$ cat src/rtl/stepgen_pkg.sv
package stepgen_pkg;
  // Four coil levels held together so they update as one register.
  typedef struct packed {
    logic a;
    logic b;
    logic c;
    logic d;
  } phase_t;

  localparam phase_t PH_RESET = '{a: 1'b1, b: 1'b1, c: 1'b0, d: 1'b0};
endpackage

$ cat src/rtl/stepgen_period.sv
module stepgen_period #(
  parameter int unsigned CNT_W      = 16,
  parameter int unsigned DEF_PERIOD = 4000,
  parameter int unsigned MIN_PERIOD = 4
) (
  input  logic             clk,
  input  logic             rst_n,
  input  logic             wr_en,
  input  logic [CNT_W-1:0] wr_val,
  input  logic             load,
  output logic [CNT_W-1:0] act_per,
  output logic [CNT_W-1:0] half_pt
);
  localparam logic [CNT_W-1:0] MIN_V = CNT_W'(MIN_PERIOD);
  localparam logic [CNT_W-1:0] DEF_V = CNT_W'(DEF_PERIOD);

  logic [CNT_W-1:0] shadow_q, shadow_d;
  logic [CNT_W-1:0] act_q, act_d;
  logic [CNT_W-1:0] clamped;

  always_comb begin
    clamped  = (wr_val < MIN_V) ? MIN_V : wr_val;
    shadow_d = wr_en ? clamped : shadow_q;
    // A write in the load cycle bypasses the shadow flop.
    act_d    = load ? shadow_d : act_q;
  end

  always_ff @(posedge clk or negedge rst_n) begin
    if (!rst_n) begin
      shadow_q <= DEF_V;
      act_q    <= DEF_V;
    end else begin
      shadow_q <= shadow_d;
      act_q    <= act_d;
    end
  end

  assign act_per = act_q;
  assign half_pt = (act_q >> 1) + CNT_W'(1);
endmodule

$ cat src/rtl/stepgen_counter.sv
module stepgen_counter #(
  parameter int unsigned CNT_W = 16
) (
  input  logic             clk,
  input  logic             rst_n,
  input  logic             clr,
  input  logic             run,
  input  logic [CNT_W-1:0] top,
  output logic [CNT_W-1:0] cnt,
  output logic             wrap
);
  logic [CNT_W-1:0] cnt_q, cnt_d;

  always_comb begin
    wrap  = run && (cnt_q == top);
    cnt_d = cnt_q;
    if (clr)       cnt_d = '0;
    else if (wrap) cnt_d = '0;
    else if (run)  cnt_d = cnt_q + CNT_W'(1);
  end

  always_ff @(posedge clk or negedge rst_n) begin
    if (!rst_n) cnt_q <= '0;
    else        cnt_q <= cnt_d;
  end

  assign cnt = cnt_q;
endmodule

$ cat src/rtl/stepgen_phase.sv
module stepgen_phase
  import stepgen_pkg::*;
(
  input  logic   clk,
  input  logic   rst_n,
  input  logic   preset,
  input  logic   rev,
  input  logic   hit_ac,
  input  logic   hit_bd,
  output phase_t ph
);
  phase_t ph_q, ph_d;

  always_comb begin
    ph_d = ph_q;
    if (preset) begin
      ph_d.a = 1'b1;
      ph_d.c = 1'b0;
      ph_d.b = ~rev;
      ph_d.d = rev;
    end else begin
      if (hit_ac) begin
        ph_d.a = ~ph_q.a;
        ph_d.c = ~ph_q.c;
      end
      if (hit_bd) begin
        ph_d.b = ~ph_q.b;
        ph_d.d = ~ph_q.d;
      end
    end
  end

  always_ff @(posedge clk or negedge rst_n) begin
    if (!rst_n) ph_q <= PH_RESET;
    else        ph_q <= ph_d;
  end

  assign ph = ph_q;
endmodule

$ cat src/rtl/stepgen_top.sv
module stepgen_top
  import stepgen_pkg::*;
#(
  parameter int unsigned CNT_W      = 16,
  parameter int unsigned DEF_PERIOD = 4000,
  parameter int unsigned MIN_PERIOD = 4
) (
  input  logic             clk,
  input  logic             rst_n,
  input  logic             run_en,
  input  logic             dir_rev,
  input  logic             period_wr,
  input  logic [CNT_W-1:0] period_in,
  output logic             ph_a,
  output logic             ph_b,
  output logic             ph_c,
  output logic             ph_d,
  output logic             reload_pulse
);
  logic [1:0]       rst_sync_q;
  logic             rst_n_s;
  logic             running_q;
  logic             start, live, wrap;
  logic [CNT_W-1:0] cnt_q, act_per, half_pt;
  logic             reload_q, reload_d;
  phase_t           ph;

  // Reset asserts at once and releases on the second clock edge.
  always_ff @(posedge clk or negedge rst_n) begin
    if (!rst_n) rst_sync_q <= 2'b00;
    else        rst_sync_q <= {rst_sync_q[0], 1'b1};
  end
  assign rst_n_s = rst_sync_q[1];

  always_comb begin
    start    = run_en && !running_q;
    live     = run_en && running_q;
    reload_d = wrap;
  end

  always_ff @(posedge clk or negedge rst_n_s) begin
    if (!rst_n_s) begin
      running_q <= 1'b0;
      reload_q  <= 1'b0;
    end else begin
      running_q <= run_en;
      reload_q  <= reload_d;
    end
  end

  stepgen_period #(
    .CNT_W(CNT_W), .DEF_PERIOD(DEF_PERIOD), .MIN_PERIOD(MIN_PERIOD)
  ) u_period (
    .clk(clk), .rst_n(rst_n_s), .wr_en(period_wr), .wr_val(period_in),
    .load(start || wrap), .act_per(act_per), .half_pt(half_pt)
  );

  stepgen_counter #(.CNT_W(CNT_W)) u_cnt (
    .clk(clk), .rst_n(rst_n_s), .clr(start), .run(live), .top(act_per),
    .cnt(cnt_q), .wrap(wrap)
  );

  stepgen_phase u_phase (
    .clk(clk), .rst_n(rst_n_s), .preset(start), .rev(dir_rev),
    .hit_ac(live && (cnt_q == CNT_W'(1))),
    .hit_bd(live && (cnt_q == half_pt)),
    .ph(ph)
  );

  assign ph_a         = ph.a;
  assign ph_b         = ph.b;
  assign ph_c         = ph.c;
  assign ph_d         = ph.d;
  assign reload_pulse = reload_q;
endmodule

$ cat config.mk
export PLATFORM = sky130hd
export DESIGN_NAME = stepgen_top
export DESIGN_NICKNAME = d
export VERILOG_FILES = /design/src/rtl/stepgen_pkg.sv /design/src/rtl/stepgen_period.sv /design/src/rtl/stepgen_counter.sv /design/src/rtl/stepgen_phase.sv /design/src/rtl/stepgen_top.sv
export SDC_FILE = /design/constraint.sdc
export NUM_CORES = 1
export LEC_CHECK = 0
export ABC_AREA = 1
export CORE_UTILIZATION = 53
export DETAILED_ROUTE_END_ITERATION = 7
export HOLD_SLACK_MARGIN = 0.08
export MAX_ROUTING_LAYER = met4
export PLACE_DENSITY_LB_ADDON = 0.08
export SKIP_CTS_REPAIR_TIMING = 1
export SLEW_MARGIN = 40
export SYNTH_ARGS = -nofsm -noshare
export SYNTH_HDL_FRONTEND = slang
export SYNTH_SLANG_ARGS = --single-unit
$ cat constraint.sdc
create_clock -name clk -period 1.55 [get_ports clk]
set_input_delay 0.31 -clock clk [delete_from_list [all_inputs] [get_ports clk]]
set_output_delay 0.31 -clock clk [all_outputs]
set_load 0.01 [all_outputs]
# Word-level counts from Yosys, hierarchy flattened
# Cells that the tools add are included.
[word_totals] reg_bits=56 latchBits=0 ramBits=0 rom_bits=0 inputBits=21 output_inout_bits=5 wordCells=41 mem_count=0
[op_classes] n_addsub=2 multipliers=0 div=0 magnitude_cmp=1 eq_ne=3 n_shift=0 mux=10 n_bitwise=5 n_reduce_logical=10
[ops] operator="$mux 16" count=5
[ops] operator="$eq 16x16->1" count=2
[ops] operator="$add 15x1->16 const B" count=1
[ops] operator="$add 16x1->16 const B" count=1
[ops] operator="$eq 16x1->1 const B" count=1
[ops] operator="$lt 16x3->1 const B" count=1
[ops] operator="$logic_and 1x1->1" count=5
[ops] operator="$not 1->1" count=5
[ops] operator="$mux 1" count=4
[ops] operator="$mux 4" count=1
[ops] operator="$reduce_bool 2->1" count=2
[ops] operator="$reduce_bool 3->1" count=1
[ops] operator="$logic_not 1->1" count=1
[ops] operator="$logic_or 1x1->1" count=1

# Longest topological paths before layout
[logic_depth] ltp_word=5 ltp_mapped=15 depth_no_buf=14

# Modules after synthesis
# A second synthesis with hierarchy kept.
[unflattened] cells_unflattened=541 area_unflattened_um2=3634.7
[by_module_without_submodules] mod="stepgen_period" instances=1 cells_each=210 area_each_um2=1661.6 seq_area_each_um2=815.8
[by_module_without_submodules] mod="stepgen_counter" instances=1 cells_each=228 area_each_um2=1342.5 seq_area_each_um2=400.4
[by_module_without_submodules] mod="stepgen_top" instances=1 cells_each=81 area_each_um2=444.2 seq_area_each_um2=100.1
[by_module_without_submodules] mod="stepgen_phase" instances=1 cells_each=22 area_each_um2=186.4 seq_area_each_um2=102.6

# Least setup slack after synthesis
# No wires, ideal clock.
[synth_timing] path_type="flip-flop to flip-flop" start="register u_period.act_q[7], in the netlist u_period.act_per[7]" end="register u_phase.ph_q (netlist bit u_phase.ph[0])" setup_time_ps=117 arrival_ps=1609 required_time_ps=1433 setup_slack_ps=-176 stages_incl_launch_ff=13 n_path_buf=1 synth_period_minus_slack_ps=1726 path_cell_list="dfstp_2 -> buf_2 -> nand2_1 -> nor2_2 -> nand2_2 -> nor2_1 -> nand3_1 -> xor2_1 -> nand2_1 -> nor2_1 -> nand2_1 -> nand3_1 -> nand2_1"
[synth_between] elab_chain_len=4
[synth_lines] element="start, declared" line_no="stepgen_period.sv:18" rtl="logic [CNT_W-1:0] act_q, act_d;"
[synth_lines] element="start signal, assigned" line_no="stepgen_period.sv:34" rtl="act_q <= act_d;"
[synth_lines] element="$add 15x1->16" line_no="stepgen_period.sv:39" rtl="assign half_pt = (act_q >> 1) + CNT_W'(1);"
[synth_lines] element="$eq 16x16->1" line_no="stepgen_top.sv:66" rtl=".hit_bd(live && (cnt_q == half_pt)),"
[synth_lines] element="$logic_and 1x1->1" line_no="stepgen_top.sv:66"
[synth_lines] element="$reduce_bool 2->1 (no source line)"
[synth_lines] element="end signal, assigned" line_no="stepgen_phase.sv:35" rtl="else ph_q <= ph_d;"
[synth_lines] element="end, declared" line_no="stepgen_phase.sv:12" rtl="phase_t ph_q, ph_d;"
# No other way between the ends.
# A chain may end at the register's enable or synchronous reset.

# Worst setup path after layout
[layout_timing] start="register u_period.act_q[1], in the netlist u_period.act_per[1]" end="register u_phase.ph_q (netlist bit u_phase.ph[2])"
# The elaborated chain is that of the path after synthesis.

==> results by group <==
Floorplanning
  • Num rows: 29
  • Initial core utilization: 0.555
  • CORE AREA: 6420 sq um
  • I/O pin count: 26
  • DIE AREA: 7060 sq um
  • Die H: 84.0 microns
  • Chip width: 84.0 microns

STA
  • Period minus WS final: 2030 ps
  • Period utilization: 1.31
  • Final setup TNS: -12110 ps
  • Fin. max-slew vios: 0
  • Peak Freq: 492 MHz
  • Final worst slack: -481 ps
  • Hold_ws: 152 ps
  • Skew final: 7.52 ps
  • Final hold viol count: 0
  • Endpoints failing setup: 37
  • Unrepaired setup endpoints after global routing: true

Place
  • Port Buf Inserts: 25
  • DP Wirelength: 8.27 mm
  • Placed Area: 4830 sq um
  • Gpl congestion: 1.12

Yosys
  • Synth Register Bits: 56
  • Post-synthesis cell type count: 40
  • Synthesized area per cell: 7.75 sq um
  • Synthesized cell area: 3570 sq um
  • Post-Synthesis Cells: 460
  • Register area share after synthesis: 0.398
  • Syn Nets: 484
  • Yosys warnings: 0

Drt
  • First DRT Iteration DRCs: 375
  • WL final: 12.4 mm
  • Post-DRT Antenna Nets: 0
  • Routed len/inst: 17.8 microns
  • Drt drc: 2
  • Via Count: 3961
  • DR pass1 iterations: 8
  • Via/cell ratio: 5.70

Flow run
  • Max Cap Violations: 0

Run status
  • Status: finished, violations left
  • Violated checks: design-rule violations, negative setup slack

Clock tree
  • Worst-path clk slew: 110 ps
  • Clock sinks: 56
  • Clk_lat worst skew: 320 ps
  • Clock buffer depth: 2
  • Root Driver: clkbuf_8
  • TritonCTS Buffers: 5
  • H-Tree Level Count: 2
  • TritonCTS clock tree: built

Setup path
  • Critical path class: register to register
  • CP max stage delay: 430 ps
  • WP data required: 1820 ps
  • Worst-path fanout max: 8
  • CP Launch Type: register
  • Crit. End Element: register
  • Critical path arrival: 2300 ps
  • R2R setup slack: -480 ps
  • Most frequent CP cell: nand2_1
  • Worst path slowest cell: dfrtp_1
  • Crit path cell chain: ha_4 -> nand2_4 -> nor2_4 -> nand2_1 -> nand2_1 -> nand2_1 -> nor2_1 -> nand2_1 -> nor2_1 -> nand3_2 -> o21bai_2 -> nand2_1 -> nand2_1

Global routing
  • First-pass GRT wire length: 17.6 mm
  • Total track usage: 0.330
  • Vias in the first global route: 3769
  • Initial antenna violation count: 0
  • Global route total overflow: 0
  • Largest net degree at the start of global routing: 55

Finish
  • Ant. Diodes: 0
  • Layout Nets: 641
  • Area growth syn-to-layout: 53.1%
  • Final design area excluding fillers: 5460 sq um
  • Share of cells above drive strength 1: 0.469

Power
  • Pwr dens: 804 nW/um^2
  • Pleak: 0.00267 uW
  • Maximum vdd drop: 612 uV

Min path
  • Min-delay worst type: primary input to asynchronous set/reset pin
==> cell usage after synthesis <==
master	number	area share
nor3b_1	3	0.0063
o22ai_1	2	0.0035
nor2_2	3	0.0053
a31oi_1	3	0.0053
nand2_4	1	0.0032
nand2_2	5	0.0088
nor2_1	32	0.034
o21ai_2	11	0.027
nor4_2	1	0.0035
xnor2_1	2	0.0049
nor2_4	4	0.013
nand3_2	1	0.0028
nand2_1	138	0.15
o21bai_2	1	0.0032
a21oi_1	5	0.0070
buf_6	6	0.019
inv_1	45	0.047
nor3b_2	2	0.0070
nand4_1	18	0.032
nand3b_1	1	0.0021
or2_2	3	0.0053
buf_1	1	0.0011
nor3_2	3	0.0084
xnor2_2	1	0.0046
ha_1	3	0.011
dfstp_2	14	0.10
xor2_1	11	0.027
buf_2	4	0.0056
o21bai_1	1	0.0021
a21boi_0	1	0.0021
nor3_1	8	0.011
nand4_2	1	0.0035
inv_2	6	0.0063
nand3_1	38	0.053
dfrtp_1	42	0.29
mux2_2	13	0.041
nor4_1	9	0.016
conb_1	1	0.0011
buf_4	2	0.0042
o21ai_0	14	0.020
==> where the power goes <==
part	switching (uW)	internal (uW)	total (uW)
Sequential	142	1650	1790
Clock	516	490	1010
Combinational	814	779	1590
Total	1470	2920	4390
==> cell families (layout without fill, tap and decap cells) <==
family                   count (synthesis)  after routing  synth area share
AND/OR/NAND/NOR                        271            271             0.360
buffers and inverters                   64            222            0.0835
flip-flops                              56             56             0.398
AO/OA/AOI/OAI                           38             38            0.0698
XOR/XNOR                                14             14            0.0365
multiplexers                            13             13            0.0411
adder cells (fa/ha/maj)                  3              3            0.0105
other                                    1              1           0.00105
==> cell type report <==
class / count / area [sq um]
clock buffers: 6 / 72.6
clock inverters: 2 / 38.8
fillers: 369 / 963
inverters: 51 / 194
multi-input cells: 340 / 2190
flip-flops and latches: 56 / 1430
well taps: 77 / 96.3
repair buffers: 163 / 1440
==> critical path: cells and delay by family (launching register included) <==
family,cells,cell delay [ps]
compound gates,1,150
fa+ha+maj,1,180
flops,1,430
simple gates,11,1220
==> final timing paths <==
path	startpoint	to	cells after the start
setup / recovery	u_period.act_per[1]$_DFFE_PN0P_	u_phase.ph[2]$_DFFE_PN1P_	13
hold / removal	rst_n	rst_sync_q[0]$_DFF_PN0_	1
setup reg to reg	u_period.act_per[1]$_DFFE_PN0P_	u_phase.ph[2]$_DFFE_PN1P_	13
hold reg to reg	rst_sync_q[1]$_DFF_PN0_	u_period.shadow_q[2]$_DFF_PN0_	1
max in group asynchronous	rst_sync_q[1]$_DFF_PN0_	u_period.act_per[11]$_DFFE_PN1P_	1
min in group clk	run_en	running_q$_DFF_PN0_	2
==> flip-flops by register name (all words and copies together) (netlist names) <==
| register | flops |
|---|---|
| reload_pulse | 1 |
| rst_sync_q | 2 |
| running_q | 1 |
| u_cnt.cnt | 16 |
| u_period.act_per | 16 |
| u_period.shadow_q | 16 |
| u_phase.ph | 4 |
==> per-stage QoR <==
step / instances / setup WS [ps] / util / power (uW)
after floorplan: 460 / -121 / - / 2450
after global placement: 670 / -461 / 0.752 / 3060
after detailed placement: 670 / -539 / 0.752 / 3100
after CTS: 678 / -363 / 0.770 / 4090
after global routing: 695 / -520 / 0.850 / 4580
final: 695 / -481 / 0.850 / 4390
==> cells in the final DEF (no fill, tap or decap), types with 6 or more instances in the layout <==
cell,count
o21ai_0,6
o21ai_2,13
inv_1,40
buf_6,8
mux2_2,13
buf_4,122
nand2_4,12
inv_2,10
nand2_1,108
o21ai_1,6
dfstp_2,14
dfrtp_1,37
nand4_1,18
nand3_1,34
xor2_1,9
nor2_1,20
nor3_2,6
nand2_2,23
nor2_4,7
clkdlybuf4s50_1,20
nor2_2,12
==> routing by layer <==
| layer | vias up | global-route usage | wire length (microns) |
|---|---|---|---|
| met5 | - | - | 0 |
| met4 | 0 | 0.118 | 524 |
| met3 | 56 | 0.0317 | 768 |
| met2 | 193 | 0.552 | 6170 |
| met1 | 1897 | 0.420 | 4930 |
| li1 | 1815 | - | - |
(Power assumes the default switching activity.)
